**config.mk**
```make
export PLATFORM = sky130hd
export DESIGN_NAME = duplex_byte_slave
export DESIGN_NICKNAME = d
export VERILOG_FILES = /design/src/rtl/dbs_pkg.sv /design/src/rtl/dbs_sync_chain.sv /design/src/rtl/dbs_edge_unit.sv /design/src/rtl/dbs_rx_path.sv /design/src/rtl/dbs_tx_path.sv /design/src/rtl/duplex_byte_slave.sv
export SDC_FILE = /design/constraint.sdc
export NUM_CORES = 1
export LEC_CHECK = 0
export BUFFER_PORTS_ARGS = -buffer_cell sky130_fd_sc_hd__buf_2
export CAP_MARGIN = 20
export CELL_PAD_IN_SITES_DETAIL_PLACEMENT = 0
export CELL_PAD_IN_SITES_GLOBAL_PLACEMENT = 1
export CORE_ASPECT_RATIO = 1.4
export CORE_UTILIZATION = 43
export DETAILED_ROUTE_END_ITERATION = 8
export HOLD_SLACK_MARGIN = 0.08
export PLACE_DENSITY = 0.85
export REMOVE_ABC_BUFFERS = 1
export SYNTH_ARGS = -nofsm -noshare
export SYNTH_HDL_FRONTEND = slang
export SYNTH_HIERARCHICAL = 1
export SYNTH_SLANG_ARGS = --single-unit
```
**constraint.sdc**
```tcl
create_clock -name clk -period 1.55 [get_ports clk]
set_input_delay 0.155 -clock clk [delete_from_list [all_inputs] [get_ports clk]]
set_output_delay 0.155 -clock clk [all_outputs]
set_load 0.005 [all_outputs]
```
**src/rtl/dbs_pkg.sv**
```systemverilog
// Shared types for the four-wire byte slave.
// Assumes: nothing beyond standard SystemVerilog.
package dbs_pkg;

    // Pin events, already synchronized to the system clock.
    typedef struct packed {
        logic sel_fall;  // select has just become active
        logic sel_rise;  // select has just been released
        logic clk_rise;  // serial clock rising while selected
        logic clk_fall;  // serial clock falling while selected
        logic active;    // select currently low
        logic din;       // synchronized data-in level
    } dbs_evt_t;

endpackage

```
**src/rtl/dbs_sync_chain.sv**
```systemverilog
// Multi-stage synchronizer for a vector of asynchronous pins.
// Assumes: each pin is a level signal, slow compared with clk.
// STAGES must be at least 1.
module dbs_sync_chain #(
    parameter int WIDTH   = 3,
    parameter int STAGES  = 2,
    parameter logic [WIDTH-1:0] RST_VAL = '0
) (
    input  logic             clk,
    input  logic             rst_n,
    input  logic [WIDTH-1:0] d_in,
    output logic [WIDTH-1:0] q_out
);

    logic [STAGES-1:0][WIDTH-1:0] stg;

    // Move the pins one stage down the chain on every clock.
    always_ff @(posedge clk) begin
        if (!rst_n) begin
            for (int s = 0; s < STAGES; s++) stg[s] <= RST_VAL;
        end else begin
            stg[0] <= d_in;
            for (int s = 1; s < STAGES; s++) stg[s] <= stg[s-1];
        end
    end

    assign q_out = stg[STAGES-1];

endmodule

```
**src/rtl/dbs_edge_unit.sv**
```systemverilog
// Turns synchronized select and clock levels into single-cycle events.
// Assumes: inputs come from dbs_sync_chain. Serial clock edges are
// reported only while select is active.
module dbs_edge_unit
    import dbs_pkg::*;
(
    input  logic     clk,
    input  logic     rst_n,
    input  logic     ss_s,
    input  logic     sck_s,
    input  logic     sdi_s,
    output dbs_evt_t evt
);

    logic ss_p;
    logic sck_p;

    // Keep the previous level of select and clock for edge detection.
    always_ff @(posedge clk) begin
        if (!rst_n) begin
            ss_p  <= 1'b1;
            sck_p <= 1'b0;
        end else begin
            ss_p  <= ss_s;
            sck_p <= sck_s;
        end
    end

    // Decode the edges; clock edges are gated by select.
    always_comb begin
        evt.active   = ~ss_s;
        evt.sel_fall = ~ss_s &  ss_p;
        evt.sel_rise =  ss_s & ~ss_p;
        evt.clk_rise = ~ss_s &  sck_s & ~sck_p;
        evt.clk_fall = ~ss_s & ~sck_s &  sck_p;
        evt.din      = sdi_s;
    end

endmodule

```
**src/rtl/dbs_rx_path.sv**
```systemverilog
// Receive side: shifts sampled bits in on rising clock events, counts
// them (saturating at BYTE_W) and releases the byte with a strobe when
// select is released. The count clears whenever select is inactive.
// Assumes: events come from dbs_edge_unit.
module dbs_rx_path
    import dbs_pkg::*;
#(
    parameter int BYTE_W = 8,
    parameter int CNT_W  = $clog2(BYTE_W + 1)
) (
    input  logic              clk,
    input  logic              rst_n,
    input  dbs_evt_t          evt,
    output logic [BYTE_W-1:0] rx_data,
    output logic              rx_valid,
    output logic [CNT_W-1:0]  bit_cnt,
    output logic              last_bit
);

    localparam logic [CNT_W-1:0] CNT_MAX = CNT_W'(BYTE_W);

    logic [BYTE_W-1:0] sr;

    // Shift register: cleared at the start of a transfer, fills from the LSB.
    always_ff @(posedge clk) begin
        if (!rst_n) begin
            sr <= '0;
        end else if (evt.sel_fall) begin
            sr <= '0;
        end else if (evt.clk_rise) begin
            sr <= {sr[BYTE_W-2:0], evt.din};
        end
    end

    // Bit counter: held at zero while idle, saturates at one full byte.
    always_ff @(posedge clk) begin
        if (!rst_n) begin
            bit_cnt <= '0;
        end else if (!evt.active || evt.sel_fall) begin
            bit_cnt <= '0;
        end else if (evt.clk_rise && bit_cnt != CNT_MAX) begin
            bit_cnt <= bit_cnt + 1'b1;
        end
    end

    // Hand-off: strobe and latch the byte when a non-empty transfer ends.
    always_ff @(posedge clk) begin
        if (!rst_n) begin
            rx_valid <= 1'b0;
            rx_data  <= '0;
        end else begin
            rx_valid <= 1'b0;
            if (evt.sel_rise && bit_cnt != '0) begin
                rx_valid <= 1'b1;
                rx_data  <= sr;
            end
        end
    end

    assign last_bit = sr[0];

endmodule

```
**src/rtl/dbs_tx_path.sv**
```systemverilog
// Transmit side: loads the byte on select falling, presents its MSB at
// once, and advances one bit per falling clock event. The vacated LSB is
// filled with the most recently received bit, so once the transmit byte
// is exhausted the output repeats the received stream.
// Assumes: echo_bit is the receive register LSB, valid at the falling event.
module dbs_tx_path
    import dbs_pkg::*;
#(
    parameter int BYTE_W = 8
) (
    input  logic              clk,
    input  logic              rst_n,
    input  dbs_evt_t          evt,
    input  logic [BYTE_W-1:0] tx_byte,
    input  logic              echo_bit,
    output logic              sdo
);

    logic [BYTE_W-1:0] sr;

    // Output register: loads on select fall, shifts on clock fall, else holds.
    always_ff @(posedge clk) begin
        if (!rst_n) begin
            sr <= '0;
        end else if (evt.sel_fall) begin
            sr <= tx_byte;
        end else if (evt.clk_fall) begin
            sr <= {sr[BYTE_W-2:0], echo_bit};
        end
    end

    assign sdo = sr[BYTE_W-1];

endmodule

```
**src/rtl/duplex_byte_slave.sv**
```systemverilog
// Four-wire full-duplex byte slave, sampled from a fast system clock.
// Assumes: sck idles low and toggles at least SYNC_STAGES+2 system clocks
// apart; ss_n and sck edges are not simultaneous.
module duplex_byte_slave
    import dbs_pkg::*;
#(
    parameter int BYTE_W      = 8,
    parameter int SYNC_STAGES = 2
) (
    input  logic              clk,
    input  logic              rst_n,
    input  logic              ss_n,
    input  logic              sck,
    input  logic              sdi,
    output logic              sdo,
    input  logic [BYTE_W-1:0] tx_byte,
    output logic [BYTE_W-1:0] rx_data,
    output logic              rx_valid
);

    localparam int CNT_W = $clog2(BYTE_W + 1);
    localparam int PIN_N = 3;

    logic [PIN_N-1:0] pins_s;
    dbs_evt_t         evt;
    logic [CNT_W-1:0] bit_cnt;
    logic             echo_bit;

    // Named event wires, visible to the bound checker.
    logic ev_sel_fall, ev_sel_rise, ev_clk_fall, ev_active;
    assign ev_sel_fall = evt.sel_fall;
    assign ev_sel_rise = evt.sel_rise;
    assign ev_clk_fall = evt.clk_fall;
    assign ev_active   = evt.active;

    dbs_sync_chain #(
        .WIDTH  (PIN_N),
        .STAGES (SYNC_STAGES),
        .RST_VAL(3'b100)
    ) u_sync (
        .clk  (clk),
        .rst_n(rst_n),
        .d_in ({ss_n, sck, sdi}),
        .q_out(pins_s)
    );

    dbs_edge_unit u_edge (
        .clk  (clk),
        .rst_n(rst_n),
        .ss_s (pins_s[2]),
        .sck_s(pins_s[1]),
        .sdi_s(pins_s[0]),
        .evt  (evt)
    );

    dbs_rx_path #(
        .BYTE_W(BYTE_W),
        .CNT_W (CNT_W)
    ) u_rx (
        .clk     (clk),
        .rst_n   (rst_n),
        .evt     (evt),
        .rx_data (rx_data),
        .rx_valid(rx_valid),
        .bit_cnt (bit_cnt),
        .last_bit(echo_bit)
    );

    dbs_tx_path #(
        .BYTE_W(BYTE_W)
    ) u_tx (
        .clk     (clk),
        .rst_n   (rst_n),
        .evt     (evt),
        .tx_byte (tx_byte),
        .echo_bit(echo_bit),
        .sdo     (sdo)
    );

endmodule

```
==> results of run 1 <==
==> worst max-delay path, cell delays in order, from the launching register on <==
cell and delay (ps):
dfxtp_1 380, nor3b_2 220, buf_4 230, mux2_4 310, o211a_1 210
==> report_power, final <==
group	switching, uW	internal (uW)
registers	11.4	969
clock network	337	360
logic	37.8	53.1
total	386	1380
==> cells by family after synthesis <==
group,count (synthesis),synth area share
simple gates,58,0.195
flops,37,0.468
mux,24,0.177
buf+inv,17,0.0663
compound gates,12,0.0727
fa+ha+maj,2,0.0158
xor+xnor,1,0.00553
==> synth_stat cells, types with 2 or more instances <==
cell type   n  area share
dfxtp_1    37        0.47
nand2_1    19       0.045
mux2i_1    16        0.10
nor2_1     10       0.024
mux2_4      8       0.076
o211a_1     8       0.051
or2b_1      8       0.038
buf_4       6       0.028
and2_1      5       0.020
inv_1       4      0.0095
nand2b_1    4       0.016
buf_2       3      0.0095
nand4_1     3       0.012
nor2b_1     3       0.012
a211o_1     2       0.011
buf_6       2       0.014
ha_1        2       0.016
nand3b_1    2      0.0095
nor3b_1     2      0.0095
==> placed cells by master, fill, tap and decap left out, drive strengths merged, types with 3 or more instances in the layout <==
master       Yosys  final
inv              4      4
o211a            8      8
nor2b            3      3
and2             6      6
mux2             8      8
or2b             8      8
nand4            3      3
nand2           19     19
dfxtp           37     37
clkbuf           1      6
nand2b           4      4
nor2            10     10
dlygate4sd3      0      3
buf             12     27
mux2i           16     16
==> area by class of cell <==
cell class / count / share of cell area
multi-input cells: 97 / 0.409
flip-flops and latches: 37 / 0.405
repair buffers: 30 / 0.0972
clock buffers: 6 / 0.0452
well taps: 40 / 0.0274
inverters: 4 / 0.00821
clock inverters: 2 / 0.00753
==> routing by layer <==
metal  up-vias  part of all wire  track usage
met5         -                 0            0
met3         4             0.036       0.0538
met2        27              0.51        0.254
li1        549                 -            -
met4         0             0.018       0.0906
met1       504              0.43        0.168
==> flip-flops by register name, summed over array words and instances, names as in the netlist <==
register	count
u_edge/sck_p	1
u_edge/ss_p	1
u_rx/bit_cnt	4
u_rx/rx_data	8
u_rx/rx_valid	1
u_rx/sr	8
u_sync/q_out	3
u_sync/stg	3
u_tx/sr	8
==> how the worst max path moves through the flow <==
| stage | start | to | slack, ps |
|---|---|---|---|
| floorplan | u_sync/q_out[2] | u_rx/bit_cnt[3] | -650 |
| global placement | u_sync/q_out[2] | u_tx/sr[0] | 150 |
| detailed placement | u_sync/q_out[2] | u_tx/sr[7] | 120 |
| CTS | u_sync/q_out[2] | u_tx/sr[7] | 80 |
| global route | u_sync/q_out[2] | u_tx/sr[5] | 6 |
| finish | u_sync/q_out[2] | u_tx/sr[5] | 90 |
==> through the flow <==
step	setup TNS, ps	cells
3_3_place_gp	0	205
6_report	0	216
2_1_floorplan	-9860	138
4_1_cts	0	216
3_5_place_dp	0	205
5_1_grt	0	216
==> what timing repair did <==
item	in CTS	in global routing
hold endpoints to repair	3	0
hold buffers	3	0
setup endpoints to repair	0	2
gates resized for setup	0	1
==> flow_summary.yaml, run 1 <==
outcome:
  status: "finished clean"
placement:
  gp_congestion: 0.745
  placed_area_um2: 1700
  port_buffers: 22
  dp_slack_ps: 120
  dpl.hpwl_mm: 1.79
grt:
  grt_max_degree: 23
  grt_pass1_vias: 1053
  antenna_found_initial: 0
  grt_pass1_wl_mm: 4.37
  grtUsageTotal: 0.155
  grt.overflow.total: 0
floorplan:
  chipWidth_um: 53.3
  start_util: 0.460
  chipHeight_um: 73.8
  rows: 25
  ios: 23
  fp.dieArea_um2: 3930
  core-area_um2: 3440
timing:
  fin_crit_ps: 1460
  hold_slack_ps: 176
  slew_viol_final: 0
  hold_viol_final: 0
  worst_pin_slew_ps: 302
  max_clock_freq_ghz: 0.683
  fin_crit_sh: 0.944
  fin_skew_ps: 5.33
  fin_ws_ps: 86.0
  grt_setup_unrepaired: "no"
  finalSetupViolCount: 0
  relSlewSlack: 0.799
route:
  drc: 0
  drt_iter0_drc: 14
  drtAntennaViolNets: 0
  routedWlPerCell_um: 12.3
  vias: 1084
  vias_per_cell: 5.02
  wirelength_mm: 2.67
  first_pass_iters: 4
final_layout:
  seq_area_um2: 741
  antenna_cells: 0
  final_area_um2: 1830
  layout-drive-gt1-share: 0.261
  final_core_util: 0.531
  multi_input_area_um2: 748
  syn_to_final_growth_pct: 15.4
  nets: 190
  fillCellCount: 331
clock_tree:
  cts.clk_slew.worst_paths_ps: 70
  root_buffer: "clkbuf_8"
  clk_latency_ps: 280
  cts.sinks: 37
  clockBufferDepth: 2
  cts_tree: "done"
  cts_buffers: 5
  h-tree-depth: 2
  post_cts_buffers: 0
hold_path:
  hp-start: "rst_n"
  whs_path_depth: 2
  hold_class: "input pin to flop"
  hold_path_end: "u_edge/ss_p"
power_and_ir_drop:
  power.density_nw_per_um2: 968
  vdd.ir_drop.worst_mv: 0.804
  leakagePower_uw: 0.000822
  power_uw: 1770
setup_path:
  arrival_ps: 1630
  timing.reg2reg.setup_slack_ps: 90
  rr_startpoint: "u_sync/q_out[2]"
  cp_max_fo: 8
  crit_type: "flop to flop"
  worst_setup_path_start_kind: "flop"
  cp-end-kind: "flop"
  required_ps: 1720
  timing.rr.end: "u_tx/sr[5]"
  reg2reg_depth: 4
flow_run:
  drv_cap: 0
synthesis:
  mappedNetlistArea_um2: 1580
  synth-async-reset-ratio: 0
  synthDistinctLibCells: 26
  synth-edff-count: 0
  ys.flop_type: "dfxtp_1"
  synth_warnings: 6
  postSynthAreaPerCell_um2: 10.5
  synth_seq_area_share: 0.468
  synth.ff_latch_count: 37
  synth_cells: 151
Power figures use the tool's default switching activity.
==> run 2, diff against run 1 <==
--- a/config.mk
+++ b/config.mk
@@ -10,10 +10,10 @@
 export CELL_PAD_IN_SITES_DETAIL_PLACEMENT = 0
 export CELL_PAD_IN_SITES_GLOBAL_PLACEMENT = 1
 export CORE_ASPECT_RATIO = 1.4
-export CORE_UTILIZATION = 43
+export CORE_UTILIZATION = 46
 export DETAILED_ROUTE_END_ITERATION = 8
 export HOLD_SLACK_MARGIN = 0.08
-export PLACE_DENSITY = 0.85
+export PLACE_DENSITY = 0.9
 export REMOVE_ABC_BUFFERS = 1
 export SYNTH_ARGS = -nofsm -noshare
 export SYNTH_HDL_FRONTEND = slang
==> constraint.sdc (replaced) <==
create_clock -name clk -period 1.75 [get_ports clk]
set_input_delay 0.175 -clock clk [delete_from_list [all_inputs] [get_ports clk]]
set_output_delay 0.175 -clock clk [all_outputs]
set_load 0.005 [all_outputs]
==> run 2 against run 1 <==
- cell area increased by 1.4%
- non-clock buffer count fell by 1
- critical path depth unchanged
- clock skew up 3.8 ps
- hold slack lost 78 ps
- core utilization grew 5.1 points
==> flow_summary.yaml, run 2 (synthesized netlist as in run 1, its figures left out) <==
outcome:
  status: "finished clean"
setup_path:
  crit_chain: "nor3b_1, buf_4, mux2_4, o211a_1"
  cp_max_fo: 8
  reg2reg_depth: 4
  required_ps: 1930
  arrival_ps: 1610
  crit_slowest_cell: "dfxtp_1"
  crit_type: "flop to flop"
  timing.reg2reg.setup_slack_ps: 310
  max_stage_delay_ps: 360
  path_delay_family: "flip-flops"
  cp-end-kind: "flop"
  worst_setup_path_start_kind: "flop"
  crit_buf_inv: 1
  rr_startpoint: "u_sync/q_out[2]"
  timing.rr.end: "u_tx/sr[7]"
final_layout:
  fillCellCount: 282
  final_cell_mix: "37 x dfxtp_1, 22 x buf_2, 19 x nand2_1"
  reg.largest.list: "u_rx/rx_data (8), u_rx/sr (8), u_tx/sr (8)"
  final_core_util: 0.582
  syn_to_final_growth_pct: 17.0
  final_area_um2: 1850
  layout_commonest_cell: "dfxtp_1"
  antenna_cells: 0
  layout-drive-gt1-share: 0.257
  nets: 189
floorplan:
  chipHeight_um: 71.4
  rows: 24
  start_util: 0.498
  chipWidth_um: 51.6
  fp.dieArea_um2: 3690
  core-area_um2: 3180
  ios: 23
clock_tree:
  cts_buffers: 5
  cts_tree: "done"
  root_buffer: "clkbuf_8"
  clk_latency_ps: 290
  cts.clk_slew.worst_paths_ps: 70
  clockBufferDepth: 2
  cts.sinks: 37
  postCtsResizedCells: 0
  h-tree-depth: 2
grt:
  grtUsageTotal: 0.163
  grt_pass1_vias: 1076
  antenna_found_initial: 0
  grt_pass1_wl_mm: 4.42
  grt_use_met2: 0.278
  grt.overflow.total: 0
  grt_busiest_layer: "met2"
  grt_max_degree: 20
  met3_usage: 0.0510
  met1_usage: 0.170
route:
  vias_per_cell: 4.98
  routedWlPerCell_um: 11.8
  vias: 1066
  drt_iter0_drc: 37
  first_pass_iters: 4
  drc: 0
  drtAntennaViolNets: 0
  wirelength_mm: 2.52
timing:
  fin_crit_ps: 1440
  fin_skew_ps: 9.09
  hold_viol_final: 0
  fin_ws_ps: 315
  hold_slack_ps: 98.4
  max_clock_freq_ghz: 0.697
  worst_pin_slew_ps: 298
  relSlewSlack: 0.801
  slew_viol_final: 0
  finalSetupViolCount: 0
  grt_setup_unrepaired: "no"
  fin_crit_sh: 0.820
hold_path:
  hold_path_end: "u_sync/stg[0]"
  hp-start: "sdi"
  hold_class: "input pin to flop"
  whs_path_depth: 2
power_and_ir_drop:
  power.density_nw_per_um2: 988
  clockPowerShare: 0.483
  pwr-share-comb: 0.043
  vdd.ir_drop.worst_mv: 0.818
  seqPwrFrac: 0.474
  p_int_uw: 1480
  switching_share: 0.192
  power_switching_uw: 352
  power_uw: 1830
  leakagePower_uw: 0.000835
placement:
  gp_congestion: 0.817
  placed_area_um2: 1700
  dpl.hpwl_mm: 1.78
  dp_slack_ps: 319
  port_buffers: 22
flow_run:
  drv_cap: 0
==> run 2: cell types whose count changed in the layout (fill, tap and decap cells not counted), sizes merged <==
cell | previous run | this run
inv | 4 | 5
bufinv | 0 | 2
clkinv | 2 | 0
dlygate4sd3 | 3 | 2
clkbuf | 6 | 5
==> run 2: worst register-to-register path: stages, from the launching register on <==
cell,delay (ps)
dfxtp_1,360
nor3b_1,220
buf_4,230
mux2_4,310
o211a_1,210
==> run 2: metrics by stage <==
step | std cells | TNS (ps)
floorplan | 138 | -5860
global placement | 204 | 0
detailed placement | 204 | 0
CTS | 214 | 0
global route | 214 | 0
finish | 214 | 0
==> run 2: area by class of cell <==
| class | count | area (um2) | share of cell area |
|---|---|---|---|
| multi-input combinational | 97 | 743 | 0.401 |
| sequential | 37 | 741 | 0.400 |
| timing repair buffer | 29 | 168 | 0.0905 |
| clock buffer | 5 | 68.8 | 0.0371 |
| clock inverter | 3 | 68.8 | 0.0371 |
| tap | 39 | 48.8 | 0.0263 |
| inverter | 4 | 15.0 | 0.00810 |
==> run 2: power groups by stage <==
stage	Combinational [uW]	Clock (uW)	Sequential, uW
5_1_grt	86.6	945	869
6_report	78.7	884	867
3_5_place_dp	76.2	0	887
3_3_place_gp	73.4	0	886
4_1_cts	80.1	908	867
2_1_floorplan	42.2	0	884
==> run 2: worst max path at each step <==
stage	start	end	slack, ps	depth (start not counted)
5_1_grt	u_sync/q_out[2]	u_tx/sr[7]	250	4
3_5_place_dp	u_sync/q_out[2]	u_tx/sr[7]	320	4
6_report	u_sync/q_out[2]	u_tx/sr[7]	310	4
3_3_place_gp	u_sync/q_out[2]	u_tx/sr[0]	370	4
2_1_floorplan	u_sync/q_out[2]	u_rx/bit_cnt[3]	-450	4
4_1_cts	u_sync/q_out[2]	u_tx/sr[7]	310	4
==> run 2: per-layer routing <==
metal	vias to the layer above	wire length, um
met1	489	1090
li1	545	-
met4	0	61
met2	25	1260
met3	7	103
met5	-	0
==> run 2: timing repair <==
item	CTS	global route
buffers inserted	0	0
hold buffers	2	0
hold endpoints to repair	2	0
